==> src/rtl/verb_bridge.sv <==
module verb_bridge #(
  parameter int HALF_W = 16,
  parameter int CODE_W = 12
) (
  input  logic                clk,
  input  logic                rst_n,
  input  logic                vrb_valid,
  input  logic [CODE_W-1:0]   vrb_code,
  input  logic [HALF_W-1:0]   vrb_arg,
  output logic                rsp_valid,
  output logic [2*HALF_W-1:0] rsp_data,
  output logic                bus_req,
  output logic                bus_we,
  output logic [2*HALF_W-1:0] bus_addr,
  output logic [2*HALF_W-1:0] bus_wdata,
  input  logic                bus_ready,
  input  logic [2*HALF_W-1:0] bus_rdata
);
  localparam int FULL_W = 2 * HALF_W;
  localparam logic [CODE_W-1:0] V_ADR_LO = CODE_W'('h000);
  localparam logic [CODE_W-1:0] V_ADR_HI = CODE_W'('h100);
  localparam logic [CODE_W-1:0] V_DAT_LO = CODE_W'('h300);
  localparam logic [CODE_W-1:0] V_DAT_HI = CODE_W'('h400);
  localparam logic [CODE_W-1:0] V_POST   = CODE_W'('h702);
  localparam logic [CODE_W-1:0] V_STAT   = CODE_W'('hF01);
  localparam logic [CODE_W-1:0] V_FETCH  = CODE_W'('hF03);
  localparam logic [FULL_W-1:0] ST_OK    = FULL_W'(0);
  localparam logic [FULL_W-1:0] ST_BUSY  = FULL_W'(1);

  logic [FULL_W-1:0] addr_q, data_q, cap_q, rsp_q;
  logic              pend_q, we_q, rv_q;

  wire [FULL_W-1:0] st_now = pend_q ? ST_BUSY : ST_OK;

  always_ff @(posedge clk or negedge rst_n) begin
    if (!rst_n) begin
      addr_q <= '0;
      data_q <= '0;
      cap_q  <= '0;
      rsp_q  <= '0;
      pend_q <= 1'b0;
      we_q   <= 1'b0;
      rv_q   <= 1'b0;
    end else begin
      rv_q <= vrb_valid;
      if (pend_q && bus_ready) begin
        pend_q <= 1'b0;
        if (!we_q) cap_q <= bus_rdata;
      end
      if (vrb_valid) begin
        case (vrb_code)
          V_ADR_LO: begin
            if (!pend_q) addr_q[HALF_W-1:0] <= vrb_arg;
            rsp_q <= st_now;
          end
          V_ADR_HI: begin
            if (!pend_q) addr_q[FULL_W-1:HALF_W] <= vrb_arg;
            rsp_q <= st_now;
          end
          V_DAT_LO: begin
            if (!pend_q) data_q[HALF_W-1:0] <= vrb_arg;
            rsp_q <= st_now;
          end
          V_DAT_HI: begin
            if (!pend_q) begin
              data_q[FULL_W-1:HALF_W] <= vrb_arg;
              pend_q <= 1'b1;
              we_q   <= 1'b1;
            end
            rsp_q <= st_now;
          end
          V_POST: begin
            if (!pend_q) begin
              pend_q <= 1'b1;
              we_q   <= 1'b0;
            end
            rsp_q <= st_now;
          end
          V_STAT:  rsp_q <= st_now;
          V_FETCH: rsp_q <= cap_q;
          default: rsp_q <= '0;
        endcase
      end
    end
  end

  assign rsp_valid = rv_q;
  assign rsp_data  = rsp_q;
  assign bus_req   = pend_q;
  assign bus_we    = we_q;
  assign bus_addr  = addr_q;
  assign bus_wdata = data_q;


  reset_clear_chk: assert property (@(posedge clk)
    !rst_n |=> (!bus_req && !rsp_valid && bus_addr == '0 && bus_wdata == '0 && cap_q == '0));


  req_hold_chk: assert property (@(posedge clk) disable iff (!rst_n)
    (bus_req && !bus_ready) |=> (bus_req && $stable(bus_addr) && $stable(bus_wdata) && $stable(bus_we)));


  read_capture_chk: assert property (@(posedge clk) disable iff (!rst_n)
    (bus_req && !bus_we && bus_ready) |=> (cap_q == $past(bus_rdata)));


  status_busy_chk: assert property (@(posedge clk) disable iff (!rst_n)
    (vrb_valid && vrb_code == V_STAT && bus_req) |=> (rsp_data == ST_BUSY));


  busy_ignore_chk: assert property (@(posedge clk) disable iff (!rst_n)
    (bus_req && !bus_ready) |=> ($stable(bus_addr) && $stable(bus_wdata)));


  rsp_follow_chk: assert property (@(posedge clk) disable iff (!rst_n)
    vrb_valid |=> rsp_valid);


  rsp_quiet_chk: assert property (@(posedge clk) disable iff (!rst_n)
    !vrb_valid |=> !rsp_valid);
endmodule

==> config.mk <==
export PLATFORM = sky130hd
export DESIGN_NAME = verb_bridge
export DESIGN_NICKNAME = d
export VERILOG_FILES = /design/src/rtl/verb_bridge.sv
export SDC_FILE = /design/constraint.sdc
export NUM_CORES = 1
export LEC_CHECK = 0
export ABC_AREA = 1
export CORE_ASPECT_RATIO = 1.1
export CORE_MARGIN = 1.5
export CORE_UTILIZATION = 45
export DETAILED_ROUTE_END_ITERATION = 16
export PLACE_DENSITY_LB_ADDON = 0.1
export SYNTH_ARGS = -nofsm -noshare
export SYNTH_HDL_FRONTEND = slang
export SYNTH_SLANG_ARGS = --single-unit
==> constraint.sdc <==
create_clock -name clk -period 1.4 [get_ports clk]
set_input_delay 0.21 -clock clk [delete_from_list [all_inputs] [get_ports clk]]
set_output_delay 0.21 -clock clk [all_outputs]
set_load 0.02 [all_outputs]
* Word-level counts from Yosys, hierarchy flattened
Cells that the tools add are included. W data, S select, Z words.
Storage, ports and cells: register bits 131, bits of input ports 64, logic and storage cells 39
Operators by class: equality and inequality tests 8, mux-type cells 9, bitwise operators 2, reductions and logical operators 11
Operators with widths (number):
- $pmux W32 S2 | 1
- $eq A12 B11 Y1 const B | 2
- $eq A12 B12 Y1 const B | 2
- $eq A12 B10 Y1 const B | 1
- $eq A12 B9 Y1 const B | 1
- $logic_not A12 Y1 | 1
- $reduce_and A3 Y1 | 4
- $mux W1 | 7
- $reduce_or A6 Y1 | 1
- $ne A2 B2 Y1 const B | 2
- $reduce_and A4 Y1 | 1
- $not A1 Y1 | 2
- $pmux W1 S2 | 1
- $reduce_and A2 Y1 | 1
- $reduce_bool A2 Y1 | 1
- $reduce_or A2 Y1 | 1
- $logic_and A1 B1 Y1 | 1

* Logic depth before layout (Yosys ltp)
Gate-level depths: netlist of the first run.
depth after elaboration 5, depth in mapped cells 8

* Worst setup path after synthesis of the first run
Ideal clock, no wire load.
kind reg-to-reg, start point register pend_q, in the netlist bus_req, end point register cap_q[21], arrival time 1258 ps, setup slack 17 ps, stages on the path, launching flop included 6, buffers on the path 1, cell sequence dfrtp_1 inv_2 nor2_1 nand2_1 buf_2 mux2_2
On the way: cells in the longest elaborated chain, start to end 2
Ends and longest elaborated chain:
- from (decl) | line 31 | logic pend_q, we_q, rv_q;
- from (signal assigned) | line 41 | pend_q <= 1'b0;
- from (signal assigned) | line 47 | pend_q <= 1'b0;
- from (signal assigned) | line 67 | pend_q <= 1'b1;
- $logic_and A1 B1 Y1 | line 46 | if (pend_q && bus_ready) begin
- $reduce_and A2 Y1 (no line)
- to (signal assigned) | line 48 | if (!we_q) cap_q <= bus_rdata;
- to (decl) | line 30 | logic [FULL_W-1:0] addr_q, data_q, cap_q, rsp_q;
No other way between the ends. A chain may end at the register's enable or synchronous reset.

* Worst setup path after layout of the first run
start point input vrb_code[0], end point register data_q[7], in the netlist bus_wdata[7]
On the way: cells in the longest elaborated chain, start to end 2
Ends and longest elaborated chain:
- from (decl) | line 8 | input logic [CODE_W-1:0] vrb_code,
- $eq A12 B10 Y1 | line 51 | case (vrb_code)
- $reduce_and A3 Y1 (no line)
- to (signal, indexed assignment) | line 61 | if (!pend_q) data_q[HALF_W-1:0] <= vrb_arg;
- to (signal, indexed assignment) | line 66 | data_q[FULL_W-1:HALF_W] <= vrb_arg;
- to (decl) | line 30
No other way between the ends.

==> results.sh, run 1 <==
export IMPL_antenna_found_initial=0
export IMPL_cp_end_kind="register"
export IMPL_min_from="vrb_valid"
export IMPL_synth_cell_types=25
export IMPL_r2r_start="bus_req$_DFF_PN0_"
export IMPL_ant_nets=0
export IMPL_p_seq_frac=0.441
export IMPL_irDropWorstVdd_mv=0.632
export IMPL_die_w_um=106
export IMPL_overflow=0
export IMPL_fin_area_mm2=0.00786
export IMPL_internal_power_w=0.00713
export IMPL_rows=41
export IMPL_synth_top_area_frac=0.629
export IMPL_reg2reg_to="bus_wdata[7]$_DFFE_PN0P_"
export IMPL_status="complete, no violations"
export IMPL_io_buffers=162
export IMPL_synth_top_area_cell="dfrtp_1"
export IMPL_r2r_cells=7
export IMPL_finalCritPeriodShare=0.981
export IMPL_grt_setup_unrepaired="true"
export IMPL_fp_dieH_um=116
export IMPL_grt_usage=0.214
export IMPL_hold_end="bus_req$_DFF_PN0_"
export IMPL_worstSkewPairLatency_ns=0.41
export IMPL_clock_sinks=131
export IMPL_grt_max_degree=66
export IMPL_tightestPinTransition_ns=0.610
export IMPL_cts_root_buf="clkbuf_16"
export IMPL_initial_core_util=0.458
export IMPL_slew_headroom=0.593
export IMPL_hold_class="in2reg"
export IMPL_yosys_top_cells_area="dfrtp_1, nand2_1, mux2_1"
export IMPL_core_mm2=0.0114
export IMPL_globalplace_congestion=0.774
export IMPL_yosysSeqAreaShare=0.629
export IMPL_syn_instance_count=501
export IMPL_clockBufferDepth=2
export IMPL_area_growth_pct=50.8
export IMPL_path_clk_slew_ns=0.05
export IMPL_combPwrFrac=0.062
export IMPL_syn_avg_cell_area_um2=10.4
export IMPL_syn_cell_area_mm2=0.00521
export IMPL_maxCapViolations=0
export IMPL_drc=0
export IMPL_p_leak_nw=4.19
export IMPL_first_global_vias=4119
export IMPL_sw_frac_of_total=0.200
export IMPL_syn_nets=565
export IMPL_cts_buffers=17
export IMPL_place_area_mm2=0.00716
export IMPL_nets=754
export IMPL_skew_ns=0.00499
export IMPL_p_switching_w=0.00178
export IMPL_ys_warn_count=0
export IMPL_crit_fanout=8
export IMPL_holdPathStages=5
export IMPL_filler_cell_count=948
export IMPL_vias=4132
export IMPL_pwr_share_clk=0.496
export IMPL_slew_viol_final=0
export IMPL_layout_drive_gt1_share=0.131
export IMPL_tns_ns=0
export IMPL_start_kind="input port"
export IMPL_die_area_mm2=0.0122
export IMPL_cts_tree="built"
export IMPL_final_cell_mix="dfrtp_1, nand2_1, dlygate4sd2_1, inv_1, clkdlybuf4s50_1"
export IMPL_path_class="in2reg"
export IMPL_finalHoldViolCount=0
export IMPL_grt_pass1_wl_um=20200
export IMPL_fin_hold_ws_ns=0.257
export IMPL_first_pass_iters=4
export IMPL_diodes=0
export IMPL_fin_crit_ns=1.37
export IMPL_worstPathRequired_ns=1.69
export IMPL_synth_seq_cells=131
export IMPL_crit_arrival_ns=1.67
export IMPL_wirelength_um=13000
export IMPL_io_pins=163
export IMPL_drt_iter0_markers=101
export IMPL_setup_viol=0
export IMPL_fmax_mhz=728
export IMPL_htree_levels=4
export IMPL_dp_hpwl_um=8760
export IMPL_reg2reg_slack_ns=0.03
export IMPL_wire_per_inst_um=15.3
export IMPL_post_drt_via_cell_ratio=4.86
export IMPL_final_common_cell="dfrtp_1"
export IMPL_power_density_mw_per_mm2=1130
-- cells by family after synthesis --
| family | Yosys count | synth area share |
|---|---|---|
| and+or+nand+nor | 155 | 0.123 |
| DFF | 131 | 0.629 |
| AOI/OAI and AO/OA | 100 | 0.111 |
| buffers and inverters | 83 | 0.0679 |
| muxes | 32 | 0.0691 |
-- through the flow --
step,total power (W),setup WS (ns),utilization,cells
floorplan,0.00417,0.0171,-,501
global placement,0.00453,-0.387,0.629,810
detailed placement,0.00454,-0.434,0.629,810
CTS,0.00898,0.00976,0.677,844
global route,0.00924,-0.0410,0.690,850
finish,0.00890,0.0264,0.690,850
-- critical path, cell delays in order --
cell and delay, ns:
clkdlybuf4s50_1 0.44, nor2_2 0.11, nand2_2 0.07, nor2_4 0.15, nand4_4 0.12, nor2_4 0.22
clkbuf_16 0.20, nand2_1 0.05, o21a_1 0.10
-- cells in the mapped netlist --
cell type	n
mux2_1	22
inv_2	1
nand3b_1	1
nor2_2	2
a21oi_1	2
buf_1	2
o21ai_1	28
buf_6	3
nand4_2	2
nor2_4	3
or2_1	1
nand2_2	1
o21a_1	16
buf_4	2
nand2_1	129
o21ai_0	23
clkbuf_1	9
nor3_1	2
buf_2	10
dfrtp_1	131
inv_1	56
nor2_1	11
mux2_2	10
o22ai_1	31
nand3_1	3
-- metal layers --
layer  part of all wire  global-route usage  vias to the layer above
met5                  0                   0                        -
met4              0.012              0.0694                        0
met3              0.080              0.0855                       16
met1               0.42               0.264                     2004
met2               0.49               0.347                      116
li1                   -                   -                     1996
-- registers in the layout, indices dropped and copies added, names as in the netlist --
| name | cells |
|---|---|
| bus_wdata | 32 |
| bus_req | 1 |
| cap_q | 32 |
| bus_we | 1 |
| bus_addr | 32 |
| rsp_valid | 1 |
| rsp_data | 32 |
-- worst max path at each step --
stage	start	slack, ns	end	cells past startpoint
2_1_floorplan	bus_req$_DFF_PN0_	0.02	cap_q[21]$_DFFE_PN0P_	5
3_3_place_gp	vrb_code[7]	-0.39	bus_wdata[5]$_DFFE_PN0P_	9
3_5_place_dp	vrb_code[5]	-0.43	bus_wdata[8]$_DFFE_PN0P_	9
4_1_cts	vrb_code[5]	0.01	bus_wdata[8]$_DFFE_PN0P_	9
5_1_grt	vrb_code[0]	-0.04	bus_wdata[14]$_DFFE_PN0P_	9
6_report	vrb_code[0]	0.03	bus_wdata[7]$_DFFE_PN0P_	9
-- layout make-up --
cell class                      instances  area, um^2  area share
Clock inverter                          5         100      0.0127
Tap cell                              150         188      0.0239
Inverter                               57         214      0.0272
Sequential cell                       131        3280       0.417
Clock buffer                           24         492      0.0625
Timing Repair Buffer                  196        1950       0.249
Multi-Input combinational cell        287        1640       0.208
-- what timing repair did --
| action | CTS | global route |
|---|---|---|
| setup endpoints to repair | 102 | 56 |
| endpoints found under the hold margin | 32 | 0 |
| gates cloned | 1 | 3 |
| pin swaps | 3 | 11 |
| resized for setup | 101 | 24 |
| hold buffers | 1 | 0 |
| buffers inserted | 3 | 4 |
-- power by group through the flow --
| stage | clock [W] | combinational [W] | sequential [W] |
|---|---|---|---|
| 2_1_floorplan | 0 | 0.000166 | 0.00400 |
| 3_3_place_gp | 0 | 0.000538 | 0.00399 |
| 3_5_place_dp | 0 | 0.000550 | 0.00399 |
| 4_1_cts | 0.00450 | 0.000550 | 0.00393 |
| 5_1_grt | 0.00468 | 0.000614 | 0.00394 |
| 6_report | 0.00442 | 0.000555 | 0.00393 |
No activity file was read; power rests on OpenSTA's default activity.
==> inputs of run 2 (changes only) <==
--- a/config.mk
+++ b/config.mk
@@ -10,7 +10,7 @@
 export CORE_MARGIN = 1.5
 export CORE_UTILIZATION = 45
 export DETAILED_ROUTE_END_ITERATION = 16
-export PLACE_DENSITY_LB_ADDON = 0.1
+export PLACE_DENSITY_LB_ADDON = 0.05
 export SYNTH_ARGS = -nofsm -noshare
 export SYNTH_HDL_FRONTEND = slang
 export SYNTH_SLANG_ARGS = --single-unit
==> results.sh, run 2 (same netlist as run 1, synthesis figures left out) <==
export IMPL_busiest_layer="met2"
export IMPL_slew_viol_final=0
export IMPL_start_kind="register"
export IMPL_overflow=0
export IMPL_post_drt_via_cell_ratio=4.84
export IMPL_crit_cells=1
export IMPL_cts_tree="built"
export IMPL_io_pins=163
export IMPL_worstPathRequired_ns=1.19
export IMPL_vias=4111
export IMPL_globalplace_congestion=0.793
export IMPL_critical_path_top_delay_family="flip-flops"
export IMPL_path_clk_slew_ns=0.05
export IMPL_finalPower_w=0.00916
export IMPL_clockBufferDepth=2
export IMPL_grt_usage=0.217
export IMPL_drc=0
export IMPL_finalCritPeriodShare=0.955
export IMPL_cts_buffers=17
export IMPL_die_w_um=106
export IMPL_power_density_mw_per_mm2=1170
export IMPL_initial_core_util=0.458
export IMPL_clock_sinks=131
export IMPL_die_area_mm2=0.0122
export IMPL_maxCapViolations=0
export IMPL_core_mm2=0.0114
export IMPL_htree_levels=4
export IMPL_wire_per_inst_um=15.1
export IMPL_antenna_found_initial=1
export IMPL_crit_arrival_ns=1.13
export IMPL_crit_chain="dlygate4sd2_1"
export IMPL_dp_hpwl_um=8510
export IMPL_hold_class="in2async"
export IMPL_grt_pass1_wl_um=20600
export IMPL_final_cell_mix="dfrtp_1, nand2_1, dlygate4sd2_1, inv_1, clkdlybuf4s50_1"
export IMPL_finalHoldViolCount=0
export IMPL_skew_ns=0.00802
export IMPL_path_buf_inv=1
export IMPL_first_global_vias=4172
export IMPL_wirelength_um=12800
export IMPL_io_buffers=162
export IMPL_use_met3=0.0602
export IMPL_fp_dieH_um=116
export IMPL_fin_hold_ws_ns=0.268
export IMPL_crit_fanout=2
export IMPL_ant_nets=0
export IMPL_worstSkewPairLatency_ns=0.41
export IMPL_drt_iter0_markers=162
export IMPL_use_met1=0.274
export IMPL_path_class="reg2out"
export IMPL_fin_crit_ns=1.34
export IMPL_grt_max_degree=66
export IMPL_cts_root_buf="clkbuf_16"
export IMPL_max_stage_delay_ns=0.39
export IMPL_setup_viol=0
export IMPL_slew_headroom=0.583
export IMPL_status="complete, no violations"
export IMPL_r2r_cells=7
export IMPL_area_growth_pct=50.5
export IMPL_first_pass_iters=4
export IMPL_rows=41
export IMPL_grtUsageMet2=0.357
export IMPL_irDropWorstVdd_mv=0.683
export IMPL_layout_drive_gt1_share=0.126
export IMPL_cp_end_kind="output pin"
export IMPL_final_common_cell="dfrtp_1"
export IMPL_filler_cell_count=942
export IMPL_p_leak_nw=4.18
export IMPL_fmax_mhz=748
export IMPL_tightestPinTransition_ns=0.626
export IMPL_nets=751
export IMPL_reg2reg_slack_ns=0.07
export IMPL_crit_slowest_cell="dfrtp_1"
[run 2: cell count changes in the layout (fill, tap and decap cells not counted), sizes merged]
cell	before	now
clkbuf	27	24
diode	0	1
dlygate4sd2	99	98
bufinv	3	4
clkdlybuf4s50	54	52
buf	32	31
dlymetal6s2s	7	9
clkinvlp	0	3
[run 2: what timing repair did]
item,4_1_cts,5_1_grt
gates resized for setup,102,20
gates cloned,0,2
hold buffers,1,0
endpoints found under the hold margin,34,0
setup endpoints to repair,99,83
buffers inserted,0,5
pin swaps,0,8
[run 2: power breakdown]
part	switching (W)	leakage (nW)	internal [W]	total, W
combinational	0.000269	2.08	0.000288	0.000556
clock	0.00157	0.298	0.00311	0.00468
sequential	0.0000459	1.80	0.00388	0.00393
[run 2: layout make-up]
type | count | area [um^2] | area share
Tap cell | 150 | 188 | 0.0239
Clock buffer | 22 | 474 | 0.0604
Timing Repair Buffer | 193 | 1920 | 0.245
Sequential cell | 131 | 3280 | 0.418
Inverter | 57 | 214 | 0.0273
Clock inverter | 9 | 153 | 0.0195
Antenna cell | 1 | 2.50 | 0.000319
Multi-Input combinational cell | 287 | 1620 | 0.206
[run 2: final timing paths]
| kind | endpoint | from |
|---|---|---|
| setup / recovery | bus_addr[15] | bus_addr[15]$_DFFE_PN0P_ |
| hold / removal | rsp_data[4]$_DFFE_PN0P_ | rst_n |
| setup reg to reg | bus_wdata[13]$_DFFE_PN0P_ | bus_req$_DFF_PN0_ |
| hold reg to reg | bus_wdata[30]$_DFFE_PN0P_ | bus_wdata[30]$_DFFE_PN0P_ |
| max in group asynchronous | rsp_data[5]$_DFFE_PN0P_ | rst_n |
| min in group clk | bus_req$_DFF_PN0_ | vrb_valid |
[run 2: worst reg2reg max path: stages, from the launching register on]
cell and delay, ns:
dfrtp_1 0.39, inv_2 0.07, nand2_2 0.08, buf_12 0.14
nor2_4 0.19, clkbuf_16 0.20, nand2_1 0.05, o21a_1 0.10
[run 2: stage by stage]
step / cell area [um^2] / TNS (ns) / instances / worst slack, ns / utilization
6_report: 7850 / 0 / 850 / 0.0628 / 0.689
3_5_place_dp: 7180 / -33.84 / 810 / -0.416 / 0.630
2_1_floorplan: 5210 / 0 / 501 / 0.0171 / -
4_1_cts: 7690 / 0 / 842 / 0.0119 / 0.675
5_1_grt: 7850 / -0.0102 / 849 / -0.0102 / 0.689
3_3_place_gp: 7180 / -29.91 / 810 / -0.366 / 0.630
[run 2: layer usage]
metal  wire length (um)  vias up
met4                210        0
met5                  0        -
met2               6230      112
met3                748       13
li1                   -     1998
met1               5610     1988
==> inputs of run 3 (changes only) <==
--- a/config.mk
+++ b/config.mk
@@ -8,7 +8,7 @@
 export ABC_AREA = 1
 export CORE_ASPECT_RATIO = 1.1
 export CORE_MARGIN = 1.5
-export CORE_UTILIZATION = 45
+export CORE_UTILIZATION = 35
 export DETAILED_ROUTE_END_ITERATION = 16
 export PLACE_DENSITY_LB_ADDON = 0.05
 export SYNTH_ARGS = -nofsm -noshare
==> results.sh, run 3 (same netlist as run 1, synthesis figures left out) <==
export IMPL_finalHoldViolCount=0
export IMPL_r2r_cells=5
export IMPL_layout_drive_gt1_share=0.130
export IMPL_io_buffers=162
export IMPL_drc=0
export IMPL_grt_usage=0.177
export IMPL_tightestPinTransition_ns=0.639
export IMPL_rows=46
export IMPL_cts_root_buf="clkbuf_16"
export IMPL_initial_core_util=0.359
export IMPL_first_pass_iters=4
export IMPL_filler_cell_count=1388
export IMPL_p_seq_frac=0.438
export IMPL_die_area_mm2=0.0156
export IMPL_clock_sinks=131
export IMPL_critical_path_top_delay_family="simple AND/OR/NAND/NOR gates"
export IMPL_vias=4128
export IMPL_cp_end_kind="register"
export IMPL_nets=753
export IMPL_final_cell_mix="dfrtp_1, nand2_1, dlygate4sd2_1, clkdlybuf4s50_1, inv_1"
export IMPL_htree_levels=4
export IMPL_seq_area_mm2=0.00328
export IMPL_setup_viol=0
export IMPL_antenna_found_initial=1
export IMPL_r2r_start="bus_req$_DFF_PN0_"
export IMPL_multi_input_comb_area_mm2=0.00162
export IMPL_skew_ns=0.00681
export IMPL_grt_setup_unrepaired="true"
export IMPL_core_mm2=0.0145
export IMPL_drt_iter0_markers=163
export IMPL_pwr_share_clk=0.500
export IMPL_wire_per_inst_um=14.8
export IMPL_slew_viol_final=0
export IMPL_crit_slowest_cell="clkdlybuf4s50_1"
export IMPL_clockBufferDepth=2
export IMPL_tns_ns=0
export IMPL_finalCritPeriodShare=0.983
export IMPL_maxCapViolations=0
export IMPL_grt_max_degree=66
export IMPL_fin_area_mm2=0.00786
export IMPL_fp_dieH_um=131
export IMPL_area_growth_pct=50.7
export IMPL_endpoint="bus_wdata[1]$_DFFE_PN0P_"
export IMPL_final_util=0.542
export IMPL_reg2reg_to="cap_q[31]$_DFFE_PN0P_"
export IMPL_overflow=0
export IMPL_fmax_mhz=727
export IMPL_ant_nets=0
export IMPL_sw_frac_of_total=0.209
export IMPL_crit_fanout=16
export IMPL_post_place_ws_ns=-0.430
export IMPL_io_pins=163
export IMPL_first_global_vias=4156
export IMPL_final_common_cell="dfrtp_1"
export IMPL_path_clk_slew_ns=0.05
export IMPL_start_kind="input port"
export IMPL_crit_arrival_ns=1.67
export IMPL_path_class="in2reg"
export IMPL_p_leak_nw=4.10
export IMPL_cts_tree="built"
export IMPL_post_drt_via_cell_ratio=4.62
export IMPL_dp_hpwl_um=9110
export IMPL_crit_start="vrb_code[3]"
export IMPL_status="complete, no violations"
export IMPL_power_density_mw_per_mm2=1140
export IMPL_hold_class="in2reg"
export IMPL_combPwrFrac=0.062
export IMPL_reg2reg_slack_ns=0.09
export IMPL_fin_ws_ns=0.0241
export IMPL_crit_chain="clkdlybuf4s50_1, nor2_2, nand2_1, nor2_4, nand4_4, nor2_4, buf_12, nand2_1, o21a_1"
export IMPL_grt_pass1_wl_um=21400
export IMPL_path_buf_inv=2
export IMPL_internal_power_w=0.00710
export IMPL_place_area_mm2=0.00726
export IMPL_cts_buffers=17
export IMPL_wirelength_um=13200
export IMPL_max_stage_delay_ns=0.41
export IMPL_die_w_um=119
export IMPL_crit_cells=9
export IMPL_diodes=0
export IMPL_min_from="vrb_valid"
export IMPL_globalplace_congestion=0.748
export IMPL_fin_crit_ns=1.38
export IMPL_slew_headroom=0.574
export IMPL_irDropWorstVdd_mv=0.695
export IMPL_worstSkewPairLatency_ns=0.41
export IMPL_worstPathRequired_ns=1.69
export IMPL_p_switching_w=0.00187
## run 3: changes by cell type in the layout (fill, tap and decap cells not counted), moves of 2 or more
cell	previous run	this run
buf_4	17	19
clkbuf_16	19	17
clkdlybuf4s50_1	52	60
clkinv_2	2	5
dlymetal6s2s_1	9	1
nor2_2	2	4
## run 3: tightest hold or removal path: cells and delay by family
kind	cells	cell delay, ns
and+or+nand+nor	2	0.14
buffers and inverters	2	0.18
AOI/OAI and AO/OA	1	0.07
## run 3: per-stage QoR
stage               total power, W  instances  hold slack (ns)
global placement           0.00454        856            0.145
detailed placement         0.00456        856            0.148
CTS                        0.00907        892            0.256
global route               0.00933        894            0.294
floorplan                  0.00417        501          -0.0856
finish                     0.00897        894            0.245
## run 3: worst min path at each step
stage	cells past startpoint	end
3_3_place_gp	1	rsp_data[7]$_DFFE_PN0P_
3_5_place_dp	1	rsp_data[10]$_DFFE_PN0P_
2_1_floorplan	0	bus_addr[0]$_DFFE_PN0P_
5_1_grt	4	bus_we$_DFFE_PN0P_
6_report	5	bus_req$_DFF_PN0_
4_1_cts	5	bus_req$_DFF_PN0_
## run 3: routing by layer
metal	vias to the layer above	part of all wire	wire [um]	track usage
met3	13	0.077	1010	0.0564
li1	2002	-	-	-
met5	-	0.00076	10	0
met2	118	0.47	6230	0.289
met1	1993	0.44	5820	0.223
met4	2	0.013	166	0.0693
## run 3: power by group through the flow
stage / registers (W) / logic (W) / clock network (W)
2_1_floorplan: 0.00400 / 0.000166 / 0
3_5_place_dp: 0.00400 / 0.000560 / 0
6_report: 0.00393 / 0.000555 / 0.00448
3_3_place_gp: 0.00399 / 0.000550 / 0
4_1_cts: 0.00393 / 0.000559 / 0.00458
5_1_grt: 0.00394 / 0.000619 / 0.00477
## run 3: layout make-up
type / instances / area share
multi-input combinational: 287 / 0.206
timing repair buffer: 195 / 0.242
sequential: 131 / 0.417
clock inverter: 10 / 0.0166
inverter: 57 / 0.0272
clock buffer: 22 / 0.0603
tap: 192 / 0.0306
## run 3: what timing repair did
action                     in CTS  in global routing
gates cloned                    1                  0
pin swaps                       2                  3
hold endpoints to repair       33                  0
setup endpoints to repair     115                103
hold buffers                    1                  0
setup buffers                   2                  2
resized for setup             101                 12
